$ cat config.mk
export PLATFORM = sky130hd
export DESIGN_NAME = sw_watchdog
export DESIGN_NICKNAME = d
export VERILOG_FILES = /design/src/rtl/swd_pkg.sv /design/src/rtl/swd_key_seq.sv /design/src/rtl/swd_rate_hold.sv /design/src/rtl/swd_down_cnt.sv /design/src/rtl/sw_watchdog.sv
export SDC_FILE = /design/constraint.sdc
export NUM_CORES = 1
export LEC_CHECK = 0
export ABC_AREA = 1
export BUFFER_PORTS_ARGS = -buffer_cell sky130_fd_sc_hd__buf_4
export CAP_MARGIN = 30
export CORE_MARGIN = 5
export CORE_UTILIZATION = 64
export CTS_CLUSTER_DIAMETER = 100
export DETAILED_ROUTE_END_ITERATION = 8
export GPL_TIMING_DRIVEN = 0
export PLACE_DENSITY = 0.83
export SLEW_MARGIN = 20
export SYNTH_ARGS = -nofsm -noshare
export SYNTH_HDL_FRONTEND = slang
export SYNTH_SLANG_ARGS = --single-unit
$ cat constraint.sdc
create_clock -name clk -period 3.1 [get_ports clk]
set_input_delay 0.775 -clock clk [delete_from_list [all_inputs] [get_ports clk]]
set_output_delay 0.775 -clock clk [all_outputs]
set_load 0.005 [all_outputs]
$ cat src/rtl/swd_pkg.sv
package swd_pkg;
  // Exponent of the divide count for a rate code, less the scale shift.
  function automatic int unsigned swd_exp(input logic [2:0] code, input int unsigned shift);
    int unsigned e;
    case (code)
      3'd0: e = 9;
      3'd1: e = 11;
      3'd2: e = 13;
      3'd3: e = 15;
      3'd4: e = 18;
      3'd5: e = 20;
      3'd6: e = 22;
      default: e = 24;
    endcase
    if (e <= shift) return 1;
    return e - shift;
  endfunction

  // Value loaded into the down-counter: the divide count minus one.
  function automatic logic [31:0] swd_reload(input logic [2:0] code, input int unsigned shift);
    return (32'd1 << swd_exp(code, shift)) - 32'd1;
  endfunction
endpackage

$ cat src/rtl/swd_key_seq.sv
module swd_key_seq #(
  parameter logic [7:0] KEY_FIRST  = 8'h55,
  parameter logic [7:0] KEY_SECOND = 8'hAA
) (
  input  logic       clk,
  input  logic       rst_n,
  input  logic       wr_stb,
  input  logic [7:0] wr_data,
  output logic       svc_done
);
  typedef enum logic {KS_IDLE, KS_ARMED} ks_t;
  ks_t st;

  logic hit_first, hit_second;
  assign hit_first  = wr_stb && (wr_data == KEY_FIRST);
  assign hit_second = wr_stb && (wr_data == KEY_SECOND);
  assign svc_done   = (st == KS_ARMED) && hit_second;

  always_ff @(posedge clk or negedge rst_n) begin
    if (!rst_n) begin
      st <= KS_IDLE;
    end else if (wr_stb) begin
      if (hit_first) st <= KS_ARMED;
      else           st <= KS_IDLE;
    end
  end


  junk_clears_chk: assert property (@(posedge clk) disable iff (!rst_n)
    (wr_stb && !hit_first && !hit_second) |=> (st == KS_IDLE && !svc_done));


  lone_second_chk: assert property (@(posedge clk) disable iff (!rst_n)
    (wr_stb && !hit_first) |=> !svc_done);
endmodule

$ cat src/rtl/swd_rate_hold.sv
module swd_rate_hold (
  input  logic       clk,
  input  logic       rst_n,
  input  logic [2:0] rate_sel,
  input  logic       svc_done,
  output logic [2:0] active_code,
  output logic       primed
);
  always_ff @(posedge clk or negedge rst_n) begin
    if (!rst_n) begin
      active_code <= 3'd0;
      primed      <= 1'b0;
    end else begin
      primed <= 1'b1;
      if (!primed || svc_done) active_code <= rate_sel;
    end
  end


  hold_rate_chk: assert property (@(posedge clk) disable iff (!rst_n)
    (primed && !svc_done) |=> $stable(active_code));


  prime_once_chk: assert property (@(posedge clk) disable iff (!rst_n)
    primed |=> primed);
endmodule

$ cat src/rtl/swd_down_cnt.sv
module swd_down_cnt
  import swd_pkg::*;
#(
  parameter int CNT_W       = 24,
  parameter int SCALE_SHIFT = 0
) (
  input  logic       clk,
  input  logic       rst_n,
  input  logic       en,
  input  logic       primed,
  input  logic       svc_done,
  input  logic [2:0] rate_sel,
  input  logic [2:0] active_code,
  output logic       timeout
);
  localparam int unsigned SHIFT_U = SCALE_SHIFT;

  logic [CNT_W-1:0] cnt;
  logic [CNT_W-1:0] reload_new, reload_cur;
  logic             expire_evt;

  assign reload_new = CNT_W'(swd_reload(rate_sel, SHIFT_U));
  assign reload_cur = CNT_W'(swd_reload(active_code, SHIFT_U));
  assign expire_evt = primed && !svc_done && en && (cnt == '0);

  always_ff @(posedge clk or negedge rst_n) begin
    if (!rst_n) begin
      cnt     <= '0;
      timeout <= 1'b0;
    end else if (!primed || svc_done) begin
      cnt     <= reload_new;
      timeout <= 1'b0;
    end else if (!en) begin
      cnt     <= reload_cur;
      timeout <= 1'b0;
    end else if (expire_evt) begin
      cnt     <= reload_cur;
      timeout <= 1'b1;
    end else begin
      cnt     <= cnt - 1'b1;
      timeout <= 1'b0;
    end
  end


  pulse_width_chk: assert property (@(posedge clk) disable iff (!rst_n)
    timeout |=> !timeout);


  en_low_quiet_chk: assert property (@(posedge clk) disable iff (!rst_n)
    !en |=> !timeout);


  svc_reload_chk: assert property (@(posedge clk) disable iff (!rst_n)
    (primed && svc_done) |=> (cnt == CNT_W'(swd_reload($past(rate_sel), SHIFT_U))));


  cnt_bound_chk: assert property (@(posedge clk) disable iff (!rst_n)
    primed |-> (cnt <= reload_cur || $past(svc_done)));
endmodule

$ cat src/rtl/sw_watchdog.sv
module sw_watchdog #(
  parameter int         CNT_W       = 24,
  parameter int         SCALE_SHIFT = 0,
  parameter logic [7:0] KEY_FIRST   = 8'h55,
  parameter logic [7:0] KEY_SECOND  = 8'hAA
) (
  input  logic       clk,
  input  logic       rst_n,
  input  logic       en,
  input  logic [2:0] rate_sel,
  input  logic       wr_stb,
  input  logic [7:0] wr_data,
  output logic       timeout
);
  logic       svc_done;
  logic       primed;
  logic [2:0] active_code;

  swd_key_seq #(.KEY_FIRST(KEY_FIRST), .KEY_SECOND(KEY_SECOND)) u_key (
    .clk(clk), .rst_n(rst_n), .wr_stb(wr_stb), .wr_data(wr_data), .svc_done(svc_done)
  );

  swd_rate_hold u_rate (
    .clk(clk), .rst_n(rst_n), .rate_sel(rate_sel), .svc_done(svc_done),
    .active_code(active_code), .primed(primed)
  );

  swd_down_cnt #(.CNT_W(CNT_W), .SCALE_SHIFT(SCALE_SHIFT)) u_cnt (
    .clk(clk), .rst_n(rst_n), .en(en), .primed(primed), .svc_done(svc_done),
    .rate_sel(rate_sel), .active_code(active_code), .timeout(timeout)
  );


  reset_quiet_chk: assert property (@(posedge clk) disable iff (!rst_n)
    !primed |-> !timeout);
endmodule

### Word-level counts from Yosys, hierarchy flattened

Cells that the tools add are included.

* register bits: 30
* bits in latches: 0
* RAM bits: 0
* ROM bits: 0
* bits of input ports: 15
* output and inout bits: 1
* logic and storage cells: 53
* memories: 0

* $add $sub $neg: 3
* multiply operators: 0
* divide/modulo/power cells: 0
* $lt $le $gt $ge: 2
* equality and inequality tests: 14
* shifts and indexed selects: 2
* multiplexer cells: 15
* bitwise gates (word level): 0
* reductions and logical operators: 12

Operators with widths (number)
* $mux 24: 3
* $sub 24x1->24 const B: 3
* $pmux 5 s7: 2
* $shl 1x5->24 const A: 2
* $logic_not 24->1: 1
* $eq 3x3->1 const B: 6
* $eq 3x2->1 const B: 4
* $le 5x1->1 const B: 2
* $mux 5: 2
* $eq 8x7->1 const B: 1
* $eq 8x8->1 const B: 1
* $mux 1: 8
* $eq 3x1->1 const B: 2
* $logic_and 1x1->1: 6
* $logic_not 3->1: 2
* $logic_not 1->1: 2
* $logic_or 1x1->1: 1

### Longest topological paths before layout

* depth after elaboration: 10
* depth in mapped cells: 13
* gate-level depth less buffers: 13

### Cells and area by module

Synthesis repeated with hierarchy kept, for this count alone.

* cells, all modules: 339
* area total of the unflattened synthesis: 2219.6 µm²

By module, submodules not included
* swd_down_cnt: times used 1, cells each 302, area each 1961.9 µm², sequential area each 625.6 µm²
* swd_rate_hold: times used 1, cells each 16, area each 151.4 µm², sequential area each 100.1 µm²
* swd_key_seq: times used 1, cells each 21, area each 106.4 µm², sequential area each 25.0 µm²

### Worst setup path after synthesis

Ideal clock, no wire load.

* path kind: input-to-reg
* start: input port wr_data[4]
* end: register u_cnt.cnt[13]
* setup time: 0.128 ns
* arrival time: 1.730 ns
* required time: 2.972 ns
* slack: 1.242 ns
* stages on the path: 11
* buffers on the path: 1
* cells stage by stage: inv_1 -> nand2_1 -> nor2_1 -> nand3_1 -> nand2_2 -> buf_6 -> inv_2 -> a21oi_4 -> nand2_1 -> nand3_1 -> o21ai_0

* word-level cells in the longest chain between the ends: 10
* elaborated cells on any way between the ends: 11
* those cells by class: 1 x eq/ne; 3 x mux; 7 x reduce/logical

RTL lines
* start, declared: RTL line sw_watchdog.sv:12 `input logic [7:0] wr_data,`
* $eq 8x8->1 (*): RTL line swd_key_seq.sv:16 `assign hit_second = wr_stb && (wr_data == KEY_SECOND);`
* $logic_and 1x1->1 (*): RTL line swd_key_seq.sv:16
* $logic_and 1x1->1 (*): RTL line swd_key_seq.sv:17 `assign svc_done = (st == KS_ARMED) && hit_second;`
* $logic_not 1->1: RTL line swd_down_cnt.sv:24 `assign expire_evt = primed && !svc_done && en && (cnt == '0);`
* $logic_and 1x1->1 (3 in a row): RTL line swd_down_cnt.sv:24
* $mux 24: RTL line swd_down_cnt.sv:36 `end else if (expire_evt) begin`
* $mux 24: RTL line swd_down_cnt.sv:33 `end else if (!en) begin`
* $mux 24 (*): RTL line swd_down_cnt.sv:30 `end else if (!primed || svc_done) begin`
* end signal, assigned: RTL line swd_down_cnt.sv:31 `cnt <= reload_new;`
* end signal, assigned: RTL line swd_down_cnt.sv:34 `cnt <= reload_cur;`
* end signal, assigned: RTL line swd_down_cnt.sv:37 `cnt <= reload_cur;`
* end, declared: RTL line swd_down_cnt.sv:18 `logic [CNT_W-1:0] cnt;`

Every way passes the cells marked *; elsewhere a longest branch is shown, timed or not.
A chain may end at the register's enable or synchronous reset.

### Worst setup path after layout

* start: register u_cnt.cnt[0]
* end: register u_cnt.cnt[9]

* word-level cells in the longest chain between the ends: 5
* elaborated cells on any way between the ends: 6
* those cells by class: 1 x add/sub; 3 x mux; 2 x reduce/logical

RTL lines (RTL line)
* parallel branches: the longest is 2 deep, another holds $sub 24x1->24
* $mux 24 (*): swd_down_cnt.sv:36
* $mux 24 (*): swd_down_cnt.sv:33
* $mux 24 (*): swd_down_cnt.sv:30

Mark *: on every way between the ends.

==> impl_metrics.tcl <==
set metrics [dict create \
    grt_pass1_vias 1950 \
    cts_tree "yes" \
    outcome "finished clean" \
    syn2layout_area_growth_pct 11.7 \
    synth.avg_cell_area_um2 6.73 \
    postRouteAntennaNets 0 \
    synth_cells 313 \
    drt-initial-drc-count 185 \
    rows 20 \
    antennaDiodeCount 0 \
    final_hold_viol_count 0 \
    cts_max_level 2 \
    drt_first_pass_iters 5 \
    hold_ws_ns 0.339 \
    grt_pass1_wl_um 8510 \
    cts_buffers 5 \
    setup_tns_ns 0 \
    initial_core_util 0.679 \
    hpwlAfterDp_um 3870 \
    grt_max_degree 31 \
    post_cts_resized 0 \
    coreArea_um2 3100 \
    clockBufferDepth 2 \
    max_clock_freq_mhz 512 \
    ir_drop_mv 0.350 \
    place_congestion 0.868 \
    powerDensity_nw_per_um2 386 \
    cp-end-kind "flop" \
    p_leak_uw 0.00118 \
    fp.dieH_um 67.4 \
    die-area_um2 4540 \
    final_util 0.758 \
    vias_per_cell 5.36 \
    antenna_found_initial 0 \
    final_cells 384 \
    num_io_pins 16 \
    grt_usage 0.256 \
    layout-drive-gt1-share 0.138 \
    setup_viol 0 \
    clock_sinks 30 \
    ctsHoldBuffers 0 \
    worst_clock_skew_ns 0.0121 \
    slew_viol_final 0 \
    drc 0 \
    rsz0062_at_grt "no" \
    dpl.cell_count 376 \
    critPathKind "reg -> reg" \
    cp-start-kind "flop" \
    worstPathRequired_ns 3.33 \
    seq_area_frac_synth 0.356 \
    routed_wl_um 5050 \
    clock_latency_ns 0.34 \
    nFillCells 282 \
    via_count 2059 \
    hp-class "in -> async" \
    clockRootBuffer "clkbuf_4" \
    finalCritPeriodShare 0.630 \
    cts_setup_buffers 0 \
    total_power_uw 908 \
    nNetsFinal 357 \
    syn-cell-area_um2 2110 \
    cp.arrival_ns 2.19 \
    synth-seq-cells 30 \
    final.min_clock_period_ns 1.95 \
    max-cap-violations 0 \
    cts.reportedPaths.clkPinSlew_ns 0.10 \
    synth_warnings 0 \
    critical_path.max_fanout 7 \
    grt_overflow_total 0 \
    ys_types 28 \
    fp.dieW_um 67.4 \
    port_buffers 15 \
    reg2reg_slack_ns 1.15 \
    reg2reg_depth 9 \
    wl_per_cell_um 13.1 \
]
## report_power, final
group / internal [µW] / total (µW) / switching, µW
combinational: 73.3 / 203 / 130
sequential: 421 / 447 / 25.4
clock: 109 / 258 / 149
## path summary, 6_finish.rpt
check                                  startpoint                      to
hold / removal                              rst_n  u_cnt.cnt[0]$_DFF_PN0_
max in group asynchronous                   rst_n  u_cnt.cnt[5]$_DFF_PN0_
min in group clk           u_cnt.cnt[0]$_DFF_PN0_  u_cnt.cnt[0]$_DFF_PN0_
hold reg to reg            u_cnt.cnt[0]$_DFF_PN0_  u_cnt.cnt[0]$_DFF_PN0_
setup / recovery           u_cnt.cnt[0]$_DFF_PN0_  u_cnt.cnt[9]$_DFF_PN0_
setup reg to reg           u_cnt.cnt[0]$_DFF_PN0_  u_cnt.cnt[9]$_DFF_PN0_
## final cells by class
type	count	area [µm²]	share of cell area
multi-input combinational	246	1200	0.510
sequential	30	751	0.319
clock inverter	2	12.5	0.00532
tap	44	55.1	0.0234
buffer	5	35.0	0.0149
timing repair buffer	15	113	0.0478
inverter	36	135	0.0574
clock buffer	6	51.3	0.0218
## worst max-delay path, stage by stage (launching register included)
cell and delay (ns):
dfrtp_1 0.39, inv_1 0.07, ha_1 0.27, nand2_1 0.12, nor2_2 0.28, nand4_1 0.18
nand2_2 0.20, nand3_1 0.15, o21ai_1 0.11, o21ai_0 0.08
## synthesized netlist by cell type, drive strengths merged
cell	number	area (µm²)
nor3	3	20.0
ha	3	37.5
nand4	4	25.0
dfrtp	30	751
nand3	18	90.1
o32ai	1	8.76
o21bai	1	18.8
a21oi	6	41.3
nor2	49	206
o21ai	22	110
nor4	1	6.26
nand3b	2	15.0
xor2	16	140
buf	3	27.5
conb	1	3.75
xnor2	3	26.3
o31ai	1	7.51
inv	36	135
clkbuf	2	7.51
nand2	110	423
or2	1	6.26
## kinds of logic after synthesis
family                   synth area share
AND/OR/NAND/NOR                     0.376
buffers and inverters              0.0808
AO/OA/AOI/OAI                      0.0885
flip-flops                          0.356
XOR/XNOR                           0.0790
adder cells (fa/ha/maj)            0.0178
other                             0.00178
## metrics by stage
stage | worst slack [ns] | cell area [µm²]
floorplan | 1.24 | 2120
global placement | 0.884 | 2290
detailed placement | 0.836 | 2290
CTS | 1.17 | 2350
global route | 0.958 | 2350
finish | 1.15 | 2350
## layer usage
layer / routed length, µm / track usage
met1: 2080 / 0.321
met2: 2320 / 0.421
met3: 495 / 0.0566
met4: 146 / 0.114
met5: 0 / 0
## placed cells by master (no fill, tap or decap)
| cell | netlist | final |
|---|---|---|
| clkbuf_1 | 2 | 2 |
| or2_1 | 1 | 1 |
| o32ai_1 | 1 | 1 |
| nor2_1 | 40 | 40 |
| conb_1 | 1 | 5 |
| buf_4 | 0 | 15 |
| xnor2_1 | 3 | 3 |
| o21ai_0 | 15 | 15 |
| nor4_1 | 1 | 1 |
| nand4_1 | 4 | 4 |
| clkbuf_8 | 0 | 1 |
| nand2_2 | 4 | 4 |
| buf_2 | 1 | 1 |
| clkinv_2 | 0 | 1 |
| inv_2 | 5 | 5 |
| nor3_1 | 2 | 2 |
| a21oi_1 | 5 | 5 |
| nand2_1 | 106 | 106 |
| o21bai_4 | 1 | 1 |
| nor2_2 | 9 | 9 |
| o31ai_1 | 1 | 1 |
| buf_6 | 2 | 2 |
| nor3_2 | 1 | 1 |
| ha_1 | 3 | 3 |
| nand3b_1 | 2 | 2 |
| clkbuf_4 | 0 | 5 |
| inv_1 | 31 | 31 |
| dfrtp_1 | 30 | 30 |
| clkinvlp_4 | 0 | 1 |
| a21oi_4 | 1 | 1 |
| xor2_1 | 16 | 16 |
| o21ai_1 | 7 | 7 |
| nand3_1 | 18 | 18 |
## registers in the layout (all words and copies together), names as in the netlist
signal / flops
u_cnt.timeout: 1
u_rate.primed: 1
u_cnt.cnt: 24
u_rate.active_code: 3
u_key.st: 1
(Power assumes the default switching activity.)
